<file path="config.mk">
export PLATFORM = sky130hd
export DESIGN_NAME = qpel_fir8
export DESIGN_NICKNAME = d
export VERILOG_FILES = /design/src/rtl/qpel_fir8.sv
export SDC_FILE = /design/constraint.sdc
export NUM_CORES = 1
export LEC_CHECK = 0
export BUFFER_PORTS_ARGS = -buffer_cell sky130_fd_sc_hd__buf_2
export CAP_MARGIN = 15
export CELL_PAD_IN_SITES_DETAIL_PLACEMENT = 1
export CELL_PAD_IN_SITES_GLOBAL_PLACEMENT = 2
export CORE_MARGIN = 1.5
export CORE_UTILIZATION = 36
export CTS_BUF_LIST = sky130_fd_sc_hd__clkbuf_16
export CTS_CLUSTER_SIZE = 40
export DETAILED_ROUTE_END_ITERATION = 6
export HOLD_SLACK_MARGIN = 0.05
export PLACE_DENSITY = 0.79
export SKIP_LAST_GASP = 1
export SLEW_MARGIN = 20
export SYNTH_ARGS = -nofsm -noshare
export SYNTH_HDL_FRONTEND = slang
export SYNTH_SLANG_ARGS = --single-unit
</file>
<file path="constraint.sdc">
create_clock -name clk -period 15.6 [get_ports clk]
set_clock_uncertainty 0.1 [all_clocks]
set_input_delay 3.12 -clock clk [delete_from_list [all_inputs] [get_ports clk]]
set_output_delay 3.12 -clock clk [all_outputs]
set_load 0.005 [all_outputs]
</file>
<file path="src/rtl/qpel_fir8.sv">
module qpel_fir8 #(
  parameter int SW   = 8,
  parameter int OW   = 16,
  parameter int DIMW = 7,
  parameter int TAPS = 8
) (
  input  logic            clk,
  input  logic            rst_n,
  input  logic            cfg_start,
  input  logic [1:0]      cfg_phase,
  input  logic            cfg_vert,
  input  logic [DIMW-1:0] cfg_width,
  input  logic [DIMW-1:0] cfg_height,
  input  logic            in_valid,
  output logic            in_ready,
  input  logic [SW-1:0]   in_sample,
  output logic            out_valid,
  input  logic            out_ready,
  output logic [OW-1:0]   out_data
);
  localparam int PW = DIMW + 1;

  logic            busy;
  logic [1:0]      ph;
  logic [DIMW-1:0] len, lines_left;
  logic [PW-1:0]   pos;
  logic [SW-1:0]   win [TAPS];
  logic [SW-1:0]   nw  [TAPS];
  logic [OW-1:0]   acc;
  logic            take, line_end;

  function automatic int coef(input logic [1:0] p, input int k);
    case (p)
      2'd1: case (k)
              0: return -1;  1: return 4;   2: return -10; 3: return 58;
              4: return 17;  5: return -5;  6: return 1;   default: return 0;
            endcase
      2'd2: case (k)
              0: return -1;  1: return 4;   2: return -11; 3: return 40;
              4: return 40;  5: return -11; 6: return 4;   default: return -1;
            endcase
      2'd3: case (k)
              0: return 0;   1: return 1;   2: return -5;  3: return 17;
              4: return 58;  5: return -10; 6: return 4;   default: return -1;
            endcase
      default: return (k == 3) ? 64 : 0;
    endcase
  endfunction

  for (genvar g = 0; g < TAPS - 1; g++) begin : g_shift
    assign nw[g] = win[g+1];
  end
  assign nw[TAPS-1] = in_sample;

  always_comb begin
    acc = '0;
    for (int k = 0; k < TAPS; k++)
      acc = acc + OW'(coef(ph, k) * int'(nw[k]));
  end

  assign in_ready = busy && (!out_valid || out_ready);
  assign take     = in_valid && in_ready;
  assign line_end = (pos == PW'(len) + PW'(TAPS - 2));

  always_ff @(posedge clk) begin
    if (!rst_n) begin
      busy       <= 1'b0;
      ph         <= '0;
      len        <= '0;
      lines_left <= '0;
      pos        <= '0;
      out_valid  <= 1'b0;
      out_data   <= '0;
      for (int k = 0; k < TAPS; k++) win[k] <= '0;
    end else begin
      if (out_valid && out_ready) out_valid <= 1'b0;
      if (!busy && cfg_start) begin
        busy       <= 1'b1;
        ph         <= cfg_phase;
        len        <= cfg_vert ? cfg_height : cfg_width;
        lines_left <= cfg_vert ? cfg_width : cfg_height;
        pos        <= '0;
      end
      if (take) begin
        for (int k = 0; k < TAPS; k++) win[k] <= nw[k];
        if (pos >= PW'(TAPS - 1)) begin
          out_data  <= acc;
          out_valid <= 1'b1;
        end
        if (line_end) begin
          pos <= '0;
          if (lines_left == DIMW'(1)) busy <= 1'b0;
          else lines_left <= lines_left - DIMW'(1);
        end else begin
          pos <= pos + PW'(1);
        end
      end
    end
  end
endmodule

</file>
== Yosys cells after proc, flatten, opt, wreduce, memory -nomap -nowiden ==
Memory sizes are Yosys's and may differ from the RTL's.
Index checks and enable logic that the tools add are counted.
Operators by class
  add/subtract/negate cells: 10
  multipliers: 8
  order comparisons: 1
  eq/ne operators: 5
  multiplexer cells: 36
  bitwise logic cells: 8
  reduce and logical (&&, ||, !) cells: 11
Operators by type and width (count)
  $mul 32x9->16: 8
  $pmux 32 s3: 2
  $add 16x16->16: 7
  $mux 8: 11
  $mux 32: 2
  $mux 7: 6
  $pmux 7 s3: 1
  $pmux 6 s3: 1
  $pmux 3 s2: 2
  $mux 1: 11
  $add 7x3->8 const B: 1
  $add 8x1->8 const B: 1
  $eq 8x8->1: 1
  $ge 8x3->1 const B: 1
  $or 1x1->1: 8
  $eq 7x1->1 const B: 1
  $sub 7x1->7 const B: 1
  $eq 2x2->1 const B: 2
  $logic_and 1x1->1: 4
  $reduce_or 2->1: 2
  $eq 2x1->1 const B: 1
  $logic_not 1->1: 2
  $reduce_and 2->1: 1
  $reduce_bool 2->1: 1
  $logic_or 1x1->1: 1
Word-level totals
  flip-flop bits (word level): 42
  memory bits (writable): 64
  input port bits: 30
  output and inout port bits: 18
  logic and storage cells: 87
  memories: 1
Memories
  win: words 8, width 8, rd ports 7, clocked after Yosys merged registers in 0, wr ports 8, line 27  | logic [SW-1:0] win [TAPS];

== Longest topological paths before layout ==
  depth in word-level cells: 11
  gate-level depth with buffers: 31

== Worst setup path after synthesis ==
OpenSTA, ideal clock, no wires.
  kind: in2reg
  from: in in_sample[2]
  to: reg out_data[15]
  setup time: 0.086 ns
  data arrival time: 9.311 ns
  setup slack: 6.103 ns
  cell stages on the path: 23
  buffers on the path: 0
  cell sequence: and2_1 fa_1 fa_1 inv_1 fa_1 fa_1 inv_1 fa_1 fa_1 inv_1 fa_1 inv_1 fa_1 inv_1 fa_1 inv_1 ha_1 nand2_1 o21a_1 o211ai_1 o211ai_1 xnor2_1 a211oi_1
Between the ends
  cells in the longest elaborated chain, start to end: 2
RTL lines
  from (decl): line 16  | input logic [SW-1:0] in_sample,
  $mul 32x9->16: line 58  | acc = acc + OW'(coef(ph, k) * int'(nw[k]));
  $add 16x16->16: line 58
  to (signal assigned): line 73  | out_data <= '0;
  to (signal assigned): line 87  | out_data <= acc;
  to (decl): line 19  | output logic [OW-1:0] out_data
Every way passes these cells.
A chain may end at the register's enable or synchronous reset.

== Final worst setup path ==
Ends and elaborated chain as after synthesis.

==> impl_metrics.tcl <==
set metrics [dict create \
    outcome "complete, no violations" \
    power_frac_seq_pct 10.0 \
    synthTopCellsByArea "fa_1 (38%), ha_1 (14%), edfxtp_1 (11%)" \
    yosys.cell_types.count 56 \
    gp_congestion 0.8345 \
    fp.dieH_um 213.1 \
    p_clk_share_pct 7.6 \
    io_buffers 47 \
    sw_frac_of_total_pct 51.93 \
    vias_post_dr 10490 \
    post_drt_antenna_nets 0 \
    max_slew.worst_pin.slew_ns 1.075 \
    first_pass_grt_wire_length_um 67570 \
    cts-buffers-inserted 9 \
    ys_warn_count 0 \
    grt_max_degree 71 \
    seq_total_area_yosys_pct 15.87 \
    power.switching_w 0.001624 \
    synth_area_sq_mm 0.01589 \
    cellInternalPower_w 0.001504 \
    ys_dominant_reg_cell "edfxtp_1" \
    postSynthAreaPerCell_sq_um 10.10 \
    rows 76 \
    endpoint_kind "register" \
    vias_per_cell 4.781 \
    clock.fmax_mhz 102.7 \
    critPathRequiredTime_ns 15.83 \
    synth_largest_area_cell "fa_1" \
    grt_overflow 0 \
    cts_hold_repair.buffers 0 \
    finalSetupViolations 0 \
    netlist_instances 1574 \
    rsz0062_at_grt "no" \
    synth_edf_count 56 \
    timing.final.crit_share_pct 62.43 \
    clkSlewWorstSetupHoldPaths_ns 0.08 \
    postSynthRegisterBits 98 \
    tritoncts "built" \
    post-dp-hpwl_um 34360 \
    finalWirelength_um 41620 \
    worst_setup_path_start_kind "input port" \
    die_width_um 213.1 \
    clockBufferDepth 2 \
    worst_slew_margin_rel_pct 28.21 \
    antenna_violations_before_repair 0 \
    critical_path_peak_fanout 7 \
    n_antenna_cell 0 \
    routed_wire_length_per_instance_um 18.97 \
    dr.pass1.iters 4 \
    max_cap_violations 0 \
    synth_top_area_share_pct 38.29 \
    share_of_flip_flops_with_an_asynchronous_set_or_reset_pct 0 \
    power.share.combinational_pct 82.3 \
    grt_util_all_layers_pct 20.16 \
    slew_viol_final 0 \
    final_layout_size_suffix_gt1_share_pct 5.469 \
    worst_setup_path_category "in -> reg" \
    p_per_area_mw_per_mm2 183.1 \
    first_global_vias 12048 \
    core_box_area_sq_mm 0.04336 \
    drtIter0Drc 353 \
    clock-root-buffer "clkbuf_16" \
    ir_worst_vdd_mv 0.3355 \
    worst_ep_arrival_time_ns 9.97 \
    floorplan.io_pins 48 \
    remaining_drc_errors 0 \
    nets 2117 \
    cts-resized-gates 0 \
    floorplan.initialDensity_pct 36.65 \
    final_hold_viol_count 0 \
    timing.setup.tns_ns 0 \
    finalNonFillerCells 2194 \
    finalWorstPathRequiredPeriod_ns 9.740 \
    power_leakage_nw 8.854 \
    design.die.area_sq_mm 0.04542 \
    post_cts_setup_inserts 0 \
    numPlacedInstances 2178 \
    hold_path_class "reg -> reg" \
    worst_skew_pair.late_latency_ns 0.41 \
    ctsHtreeMaxLevel 3 \
    syn2layout_area_growth_pct 7.510 \
    clkSinkCount 98 \
]
==> logic make-up after synthesis <==
logic type               count (synthesis)  share of synthesized area [%]
AO/OA/AOI/OAI                          112                          4.834
XOR/XNOR                                34                          1.960
adder cells (fa/ha/maj)                483                          52.38
buffers and inverters                  453                          10.74
flip-flops                              98                          15.87
multiplexers                            17                          1.102
other                                    2                        0.04725
AND/OR/NAND/NOR                        375                          13.07
==> cells in the final DEF, fill, tap and decap left out, drive strengths merged, types with 14 or more instances in the layout <==
master,instances
a21oi,35
and2,162
and3,42
buf,60
dfxtp,42
edfxtp,56
fa,304
ha,179
inv,409
nand2,68
nand2b,14
nand3,17
nor2,35
o21ai,14
xnor2,25
==> stage by stage <==
stage | hold slack [ns] | area (sq um) | util [%] | power, W | setup WS [ns]
finish | 0.3551 | 17090 | 39.41 | 0.003128 | 5.860
global route | 0.3745 | 17090 | 39.41 | 0.003558 | 5.516
CTS | 0.3564 | 17090 | 39.41 | 0.003190 | 5.861
detailed placement | 0.3452 | 16810 | 38.77 | 0.002935 | 5.460
global placement | 0.3389 | 16810 | 38.77 | 0.002854 | 5.622
floorplan | 0.3476 | 15910 | - | 0.002338 | 6.103
==> synth_stat cells (all sizes together) (13+ instances only) <==
master / n
inv: 406
fa: 304
ha: 179
and2: 162
nand2: 68
edfxtp: 56
and3: 42
dfxtp: 42
clkbuf: 40
a21oi: 35
nor2: 35
xnor2: 25
nand3: 17
nand2b: 14
o21ai: 14
a211oi: 13
mux2i: 13
==> sequential cells by signal (all words and copies together), names as in the netlist <==
register / flops
busy: 1
len: 7
lines_left: 7
out_data: 16
out_valid: 1
ph: 2
pos: 8
win: 56
==> critical path, stage by stage <==
cell and delay, ns:
buf_2 0.10, and2_1 0.22, fa_1 0.56, fa_1 0.51
inv_1 0.15, fa_1 0.50, fa_1 0.66, inv_1 0.16
fa_1 0.51, fa_1 0.51, inv_1 0.05, fa_1 0.54
inv_1 0.06, fa_1 0.48, inv_1 0.05, fa_1 0.48
inv_1 0.04, ha_1 0.38, nand2_1 0.08, o21a_1 0.19
o211ai_1 0.10, o211ai_1 0.15, xnor2_1 0.15, a211oi_1 0.21
==> cell type report <==
class	count	area, sq um
clock buffer	9	225.2
clock inverter	7	52.55
fill	4988	26270
inverter	407	1528
multi-input combinational	1028	11700
sequential	98	2522
tap	585	732.0
timing repair buffer	60	332.8
==> metal layers <==
layer / GRT usage [%] / wire length (um) / vias to the layer above
met2: 35.44 / 21530 / 119
met5: 0 / 0 / -
met1: 25.01 / 17730 / 5442
met3: 2.956 / 995 / 61
li1: - / - / 4868
met4: 7.361 / 1365 / 0
==> power groups by stage <==
stage / sequential [W] / clock (W) / combinational (W)
global placement: 0.000320 / 0 / 0.00253
CTS: 0.000314 / 0.000247 / 0.00263
global route: 0.000317 / 0.000255 / 0.00299
finish: 0.000314 / 0.000239 / 0.00257
detailed placement: 0.000320 / 0 / 0.00262
floorplan: 0.000310 / 0 / 0.00203
==> final timing paths <==
path	to	cells after the start	from	slack, ns
worst max-delay path	out_data[15]	24	in_sample[2]	5.86
worst min-delay path	out_data[3]	2	out_data[3]	0.36
worst max register to register	out_data[15]	27	ph[1]	6.44
worst min register to register	out_data[3]	2	out_data[3]	0.36
No activity file was read; power rests on OpenSTA's default activity.
